==> src/rtl/seg_wprot_pkg.sv <==
package seg_wprot_pkg;

    localparam int DW   = 32;   // register and address width
    localparam int WA_W = 23;   // word address field width
    localparam int EN_W = 2;    // per-window enable pair

    typedef enum logic {
        ACC_USER  = 1'b0,
        ACC_SUPER = 1'b1
    } acc_t;

    typedef struct packed {
        logic [EN_W-1:0] en;
        logic [WA_W-1:0] lo;
        logic [WA_W-1:0] hi;
    } seg_cfg_t;

    // Word address: byte bits 22:2, zero-extended to the field width.
    function automatic logic [WA_W-1:0] word_of(input logic [DW-1:0] byte_addr);
        return WA_W'(byte_addr[WA_W-1:2]);
    endfunction

endpackage

==> src/rtl/seg_wprot_regs.sv <==
module seg_wprot_regs
    import seg_wprot_pkg::*;
#(
    parameter  int NSEG  = 2,
    localparam int SEL_W = (NSEG > 1) ? $clog2(NSEG) : 1,
    localparam int IDX_W = SEL_W + 1
) (
    input  logic                 clk,
    input  logic                 rst,
    input  logic                 we,
    input  logic [IDX_W-1:0]     idx,
    input  logic [DW-1:0]        wdata,
    output logic [DW-1:0]        rdata,
    output logic                 perr,
    output seg_cfg_t [NSEG-1:0]  cfg
);

    localparam int START_TOP = WA_W + EN_W;

    logic [SEL_W-1:0] seg_sel;
    logic             is_end;
    logic             bad_bits;

    assign seg_sel = idx[IDX_W-1:1];
    assign is_end  = idx[0];

    always_comb begin
        if (is_end) bad_bits = |wdata[DW-1:WA_W];
        else        bad_bits = |wdata[DW-1:START_TOP];
    end

    always_ff @(posedge clk) begin
        if (rst) begin
            cfg  <= '0;
            perr <= 1'b0;
        end else begin
            perr <= we && bad_bits;
            if (we && (int'(seg_sel) < NSEG)) begin
                if (is_end) begin
                    cfg[seg_sel].hi <= wdata[WA_W-1:0];
                end else begin
                    cfg[seg_sel].lo <= wdata[WA_W-1:0];
                    cfg[seg_sel].en <= wdata[START_TOP-1:WA_W];
                end
            end
        end
    end

    always_comb begin
        rdata = '0;
        if (int'(seg_sel) < NSEG) begin
            if (is_end) rdata = DW'(cfg[seg_sel].hi);
            else        rdata = DW'({cfg[seg_sel].en, cfg[seg_sel].lo});
        end
    end


    perr_chk: assert property (@(posedge clk) disable iff (rst)
        perr |-> $past(we));


    perr_src_chk: assert property (@(posedge clk) disable iff (rst)
        !we |=> !perr);

endmodule

==> src/rtl/seg_wprot_cmp.sv <==
module seg_wprot_cmp
    import seg_wprot_pkg::*;
(
    input  seg_cfg_t         cfg,
    input  logic [WA_W-1:0]  waddr,
    input  logic             dword,
    input  acc_t             acc,
    output logic             hit
);

    logic             armed;
    logic [WA_W-1:0]  tail;

    always_comb begin
        armed = cfg.en[acc];
        tail  = waddr | WA_W'(dword);
        hit   = armed && (waddr >= cfg.lo) && (tail < cfg.hi);
    end

endmodule

==> src/rtl/seg_wprot.sv <==
module seg_wprot
    import seg_wprot_pkg::*;
#(
    parameter  int NSEG  = 2,
    localparam int SEL_W = (NSEG > 1) ? $clog2(NSEG) : 1,
    localparam int IDX_W = SEL_W + 1
) (
    input  logic              clk,
    input  logic              rst,
    input  logic              cfg_we,
    input  logic [IDX_W-1:0]  cfg_idx,
    input  logic [DW-1:0]     cfg_wdata,
    output logic [DW-1:0]     cfg_rdata,
    output logic              cfg_perr,
    input  logic              blk_mode,
    input  logic              st_valid,
    input  logic [DW-1:0]     st_addr,
    input  logic              st_dword,
    input  logic              st_super,
    output logic              st_allow,
    output logic              fault_strb
);

    seg_cfg_t [NSEG-1:0] cfg;
    logic     [NSEG-1:0] hit;
    logic     [NSEG-1:0] seg_armed;
    logic     [WA_W-1:0] waddr;
    acc_t                acc;
    logic                any_hit;
    logic                any_armed;
    logic                deny;

    seg_wprot_regs #(.NSEG(NSEG)) regs_i (
        .clk   (clk),
        .rst   (rst),
        .we    (cfg_we),
        .idx   (cfg_idx),
        .wdata (cfg_wdata),
        .rdata (cfg_rdata),
        .perr  (cfg_perr),
        .cfg   (cfg)
    );

    assign waddr = word_of(st_addr);
    assign acc   = st_super ? ACC_SUPER : ACC_USER;

    for (genvar g = 0; g < NSEG; g++) begin : g_seg
        seg_wprot_cmp cmp_i (
            .cfg   (cfg[g]),
            .waddr (waddr),
            .dword (st_dword),
            .acc   (acc),
            .hit   (hit[g])
        );
        assign seg_armed[g] = |cfg[g].en;
    end

    assign any_hit   = |hit;
    assign any_armed = |seg_armed;

    always_comb begin
        if (blk_mode) deny = any_hit;
        else          deny = any_armed && !any_hit;
        st_allow   = st_valid && !deny;
        fault_strb = st_valid && deny;
    end


    excl_chk: assert property (@(posedge clk) disable iff (rst)
        st_valid |-> (st_allow != fault_strb));


    idle_chk: assert property (@(posedge clk) disable iff (rst)
        !st_valid |-> (!st_allow && !fault_strb));


    open_chk: assert property (@(posedge clk) disable iff (rst)
        (st_valid && !blk_mode && !any_armed) |-> st_allow);


    blk_chk: assert property (@(posedge clk) disable iff (rst)
        (st_valid && blk_mode && any_hit) |-> fault_strb);


    inside_chk: assert property (@(posedge clk) disable iff (rst)
        (st_valid && !blk_mode && any_hit) |-> st_allow);

endmodule

==> config.mk <==
export PLATFORM = sky130hd
export DESIGN_NAME = seg_wprot
export DESIGN_NICKNAME = d
export VERILOG_FILES = /design/src/rtl/seg_wprot_pkg.sv /design/src/rtl/seg_wprot_regs.sv /design/src/rtl/seg_wprot_cmp.sv /design/src/rtl/seg_wprot.sv
export SDC_FILE = /design/constraint.sdc
export NUM_CORES = 1
export LEC_CHECK = 0
export CAP_MARGIN = 20
export CORE_ASPECT_RATIO = 0.6
export CORE_UTILIZATION = 54
export CTS_CLUSTER_DIAMETER = 50
export CTS_CLUSTER_SIZE = 14
export DETAILED_ROUTE_END_ITERATION = 12
export GPL_TIMING_DRIVEN = 0
export PLACE_DENSITY = 0.81
export SYNTH_ARGS = -nofsm -noshare
export SYNTH_HDL_FRONTEND = slang
export SYNTH_HIERARCHICAL = 1
export SYNTH_SLANG_ARGS = --single-unit
==> constraint.sdc <==
create_clock -name clk -period 4.5 [get_ports clk]
set_clock_uncertainty 0.1 [all_clocks]
set_input_delay 0.9 -clock clk [delete_from_list [all_inputs] [get_ports clk]]
set_output_delay 0.9 -clock clk [all_outputs]
set_load 0.02 [all_outputs]
# Word-level counts from Yosys, hierarchy flattened
# Index checks and enable logic that the tools add are counted.
# W data, S select, Z words.
# word_totals
elab_cells,50
ff_bits,97
in_bits,73
output_inout_bits,35
# classes
magnitude_cmp,7
n_reduce_logical,15
mux,20
bitwise_logic,1
# ops
cell,count
$bwmux W96,3
$demux W48 S1,3
$mux W48,3
$mux W96,1
$ge A21 B23 Y1,2
$lt A23 B23 Y1,2
$mux W46,1
$mux W25,1
$mux W23,1
$or A21 B1 Y21,1
$logic_and A1 B1 Y1,9
$reduce_or A9 Y1,1
$mux W1,7
$reduce_or A7 Y1,1
$lt A1 B2 Y1 const B,2
$reduce_or A4 Y1,1
$logic_not A1 Y1,2
$reduce_or A2 Y1,1
$ge A1 B1 Y1 const B,1

# Depth between registers and ports, before layout
# logic_depth
depth_word,11
depth_mapped,10
depth_no_buf,10

# By module
# The synthesis kept the hierarchy.
# modules_own_cells
module,area_per_inst_um2,seq_area_each_um2,n_inst,cells_per_inst
seg_wprot_regs,4155.2,1941.9,1,472
seg_wprot_cmp at g_seg[1].cmp_i,1152.4,0.0,1,160
seg_wprot_cmp at g_seg[0].cmp_i,1132.3,0.0,1,158
seg_wprot,53.8,0.0,1,8

# Least setup slack after synthesis
# Ideal clock, no wire load.
# synth_timing
kind,in2out
start,input st_addr[18]
end,output fault_strb
required_time_ns,3.500
arrival_ns,2.992
path_buffers,0
path_stages,9
setup_slack_ns,0.508
path_cell_list,ha_1 a21oi_1 nor2_1 a2111oi_4 o31ai_1 a211o_1 o211a_1 or4b_1 o21ai_1
# synth_between
elab_chain_cells,8
elab_cells_between_ends,14
classes_between,order compare: 4; mux: 1; bitwise: 1; reduce/logical: 8
# synth_lines
element,line,text
start: declaration,seg_wprot.sv:17,"input logic [DW-1:0] st_addr,"
$or A21 B1 Y21 or $ge A21 B23 Y1 (tied branches),"seg_wprot_cmp.sv:16, seg_wprot_cmp.sv:17",
$lt A23 B23 Y1 or $logic_and A1 B1 Y1 (tied branches),seg_wprot_cmp.sv:17,hit = armed && (waddr >= cfg.lo) && (tail < cfg.hi);
$logic_and A1 B1 Y1 (*),seg_wprot_cmp.sv:17,
named net hit[1],seg_wprot.sv:25,logic [NSEG-1:0] hit;
$reduce_or A2 Y1 (*),seg_wprot.sv:58,assign any_hit = |hit;
$logic_not A1 Y1,seg_wprot.sv:63,else deny = any_armed && !any_hit;
$logic_and A1 B1 Y1,seg_wprot.sv:63,
$mux W1 (*),seg_wprot.sv:62,if (blk_mode) deny = any_hit;
$logic_and A1 B1 Y1 (*),seg_wprot.sv:65,fault_strb = st_valid && deny;
end: declaration,seg_wprot.sv:21,output logic fault_strb
# Mark *: on every way through the listed nets, which the timed path passes. The rest lies on a longest branch.

# Final worst setup path
# layout_timing
start,input st_addr[4]
end,output fault_strb
# Same word-level chain as after synthesis.

==> results.json <==
{
  "peakVddDrop_v": 0.000169,
  "clock_latency_ps": 350,
  "placeableCoreArea_um2": 11500,
  "worst_r2r_path_depth": 2,
  "max-clock-path-buffers": 2,
  "synth.cell_area_um2": 6490,
  "tritoncts.num_buffers": 9,
  "criticalPathCategory": "in -> out",
  "tritoncts_num_sinks": 97,
  "yosys_warnings": 6,
  "detailedRoute.firstPassIterationCount": 5,
  "hold_path_depth": 2,
  "first_global_vias": 5522,
  "critical_path_required_ps": 3500,
  "register_to_register_setup_slack_ps": 3690,
  "cts.hold.buffers_added": 0,
  "relSlewSlack_pct": 42.5,
  "layout.nets": 1071,
  "cts_htree_levels": 3,
  "r2r-start": "regs_i/cfg[44]",
  "finalHoldWorstSlack_ps": 369,
  "cts_root_buffer": "sky130_fd_sc_hd__clkbuf_16",
  "io_buffer_count": 86,
  "intPower_uw": 1520,
  "grt_first_pass_wirelength_mm": 30.2,
  "gp_routability_congestion": 0.910,
  "worst_setup_path_start_kind": "input port",
  "clock_power_share_pct": 37.6,
  "power_density_nw_per_um2": 273,
  "worst_ep_arrival_time_ps": 3420,
  "drc": 0,
  "pin_count": 108,
  "grt.total_usage_pct": 32.6,
  "timing.hold.worst_endpoint": "regs_i/cfg[81]",
  "die_width_um": 144,
  "timing.critical_path.to_type": "output pin",
  "crit_fanout": 4,
  "finalCoreUtilization_pct": 69.4,
  "post_synth_inst_count": 798,
  "avgSynthCellArea_um2": 8.14,
  "dr.first_iter.drc_count": 670,
  "estimated_wirelength_of_the_detail_placed_design_mm": 14.6,
  "grt_start_max_net_pins": 19,
  "viasPerCell": 5.75,
  "start_util_pct": 56.5,
  "cts_tree": "built",
  "leakage_uw": 0.00303,
  "power_uw": 2170,
  "die_area_um2": 12500,
  "p_seq_share_pct": 41.8,
  "timing_max_transition_violations_final": 0,
  "area_growth_syn_to_layout_pct": 22.7,
  "route.detailed.wl_per_inst_um": 18.3,
  "synthArstFlopShare_pct": 0,
  "startpoint_of_the_tightest_hold_check_path": "regs_i/cfg[81]",
  "cts.clk_slew.worst_paths_ps": 70,
  "num_vias": 6173,
  "synth.yosys.seq_area_share_pct": 29.9,
  "min-delay-path-class": "reg -> reg",
  "ratio_of_cells_with_drive_above_1_in_the_final_layout_pct": 12.7,
  "totalWireLength_mm": 19.6,
  "switching_share_pct": 30.0,
  "max_clock_freq_mhz": 226,
  "number_of_antenna_violations_at_the_first_check_in_global_routing": 0,
  "grt_overflow": 0,
  "drv.max_cap_violation_count": 0,
  "share_comb_of_total_power_pct": 20.6,
  "synth-seq-cells": 97,
  "tightestPinTransition_ps": 862,
  "floorplan.die.height_um": 86.9,
  "fp-row-count": 30,
  "ys.flop_type": "sky130_fd_sc_hd__dfxtp_1",
  "number_of_synthesized_flops_with_an_enable_pin": 0,
  "fin_crit_ps": 4420,
  "p_switching_uw": 652,
  "route.antenna.remaining_nets": 0,
  "reg2reg_to": "regs_i/cfg[44]",
  "period_share_pct": 98.3,
  "setup_viol_count_final": 0,
  "insertedDiodeCount": 0,
  "ys_types": 49,
  "post_dp_cell_area_um2": 7600,
  "status": "finished, final reports clean",
  "hold_viol_final": 0,
  "design_area_um2": 7970
}
==> per-layer routing <==
layer	vias to the layer above	track usage [%]	routed length, um
met3	39	8.03	2560
met5	-	0	0
li1	2904	-	-
met1	2827	49.5	9050
met4	0	7.83	328
met2	403	45.5	7700
==> per-stage QoR <==
stage | setup WS [ps] | setup TNS, ps | std cells
final | 75.3 | 0 | 1073
after global routing | -14.6 | -14.6 | 1073
after CTS | 12.8 | 0 | 1073
after detailed placement | -661 | -1210 | 1057
after global placement | -708 | -1260 | 1057
after floorplan | 508 | 0 | 811
==> how the worst max path moves through the flow <==
stage / startpoint / endpoint / slack (ps) / cells after the start
2_1_floorplan: st_addr[18] / fault_strb / 510 / 9
3_3_place_gp: st_addr[12] / fault_strb / -710 / 11
3_5_place_dp: st_addr[10] / fault_strb / -660 / 11
4_1_cts: st_addr[12] / st_allow / 10 / 11
5_1_grt: st_addr[4] / fault_strb / -10 / 11
6_report: st_addr[4] / fault_strb / 80 / 11
==> synth_stat cells (2+ instances only) <==
master | instances | area (um^2)
sky130_fd_sc_hd__nand2_1 | 214 | 803
sky130_fd_sc_hd__a21oi_1 | 106 | 531
sky130_fd_sc_hd__dfxtp_1 | 97 | 1940
sky130_fd_sc_hd__inv_1 | 91 | 342
sky130_fd_sc_hd__ha_1 | 90 | 1130
sky130_fd_sc_hd__mux4_2 | 23 | 518
sky130_fd_sc_hd__buf_2 | 22 | 110
sky130_fd_sc_hd__a21oi_2 | 20 | 175
sky130_fd_sc_hd__o21ai_0 | 16 | 80.1
sky130_fd_sc_hd__a21o_1 | 14 | 105
sky130_fd_sc_hd__nor2_1 | 14 | 52.6
sky130_fd_sc_hd__clkbuf_1 | 9 | 33.8
sky130_fd_sc_hd__buf_4 | 8 | 60.1
sky130_fd_sc_hd__nand3_1 | 7 | 35.0
sky130_fd_sc_hd__nand4_1 | 6 | 37.5
sky130_fd_sc_hd__nor3_1 | 6 | 30.0
sky130_fd_sc_hd__buf_6 | 5 | 56.3
sky130_fd_sc_hd__mux2i_1 | 4 | 40.0
sky130_fd_sc_hd__o211ai_1 | 4 | 30.0
sky130_fd_sc_hd__a211oi_1 | 3 | 22.5
sky130_fd_sc_hd__nor2b_1 | 3 | 18.8
sky130_fd_sc_hd__nor4_1 | 3 | 18.8
sky130_fd_sc_hd__a211o_1 | 2 | 17.5
sky130_fd_sc_hd__and3_1 | 2 | 12.5
sky130_fd_sc_hd__and3b_1 | 2 | 17.5
sky130_fd_sc_hd__and4_1 | 2 | 17.5
sky130_fd_sc_hd__conb_1 | 2 | 7.51
sky130_fd_sc_hd__o211a_1 | 2 | 20.0
==> sequential cells by signal, summed over array words and instances (netlist names) <==
register,count
regs_i/cfg,96
regs_i/perr,1
==> logic make-up after synthesis <==
logic type | after synthesis | synth area share (%)
and+or+nand+nor | 267 | 17.4
AOI/OAI and AO/OA | 178 | 17.0
muxes | 27 | 8.59
DFF | 97 | 29.9
other | 2 | 0.116
buffers and inverters | 137 | 9.63
adders and majority gates | 90 | 17.3
==> critical path, stage by stage <==
cell                            delay (ps)
sky130_fd_sc_hd__dlygate4sd2_1         290
sky130_fd_sc_hd__ha_1                  310
sky130_fd_sc_hd__o21ai_0                70
sky130_fd_sc_hd__nor2_1                230
sky130_fd_sc_hd__o211ai_1              130
sky130_fd_sc_hd__a31o_1                270
sky130_fd_sc_hd__a2111oi_4             320
sky130_fd_sc_hd__a211oi_2              110
sky130_fd_sc_hd__or4b_4                530
sky130_fd_sc_hd__o21ai_2               120
sky130_fd_sc_hd__buf_4                 150
==> layout make-up <==
cell class / count / area, um^2
Buffer: 46 / 284
Inverter: 91 / 342
Timing Repair Buffer: 86 / 838
Clock buffer: 9 / 225
Clock inverter: 7 / 83.8
Multi-Input combinational cell: 577 / 4050
Sequential cell: 97 / 1940
Fill cell: 926 / 3520
Tap cell: 160 / 200
==> timing repair <==
item                       in CTS  in global routing
setup endpoints to repair       2                  2
setup buffers                   0                  0
gates resized for setup        32                 12
pin swaps                       6                  6
==> layout by cell type, fill, tap and decap left out, types with 3 or more instances in the layout <==
cell and count:
sky130_fd_sc_hd__a21o_1 14, sky130_fd_sc_hd__a21oi_1 104, sky130_fd_sc_hd__a21oi_2 22, sky130_fd_sc_hd__buf_2 23
sky130_fd_sc_hd__buf_4 9, sky130_fd_sc_hd__buf_6 5, sky130_fd_sc_hd__clkbuf_1 9, sky130_fd_sc_hd__clkbuf_16 9
sky130_fd_sc_hd__clkdlybuf4s50_1 63, sky130_fd_sc_hd__conb_1 15, sky130_fd_sc_hd__dfxtp_1 97, sky130_fd_sc_hd__dlygate4sd2_1 18
sky130_fd_sc_hd__dlymetal6s2s_1 3, sky130_fd_sc_hd__ha_1 88, sky130_fd_sc_hd__inv_1 91, sky130_fd_sc_hd__inv_6 3
sky130_fd_sc_hd__mux2i_1 4, sky130_fd_sc_hd__mux4_2 23, sky130_fd_sc_hd__nand2_1 214, sky130_fd_sc_hd__nand3_1 7
sky130_fd_sc_hd__nand4_1 6, sky130_fd_sc_hd__nor2_1 14, sky130_fd_sc_hd__nor2b_1 3, sky130_fd_sc_hd__nor3_1 5
sky130_fd_sc_hd__nor4_1 3, sky130_fd_sc_hd__o211ai_1 4, sky130_fd_sc_hd__o21ai_0 14
==> power groups by stage <==
stage / clock network [uW] / logic (uW) / registers [uW]
floorplan: 0 / 257 / 922
global placement: 0 / 421 / 928
detailed placement: 0 / 429 / 929
CTS: 825 / 432 / 909
global route: 855 / 489 / 913
finish: 817 / 448 / 910
Note: power is estimated with default switching activity, not from simulation.
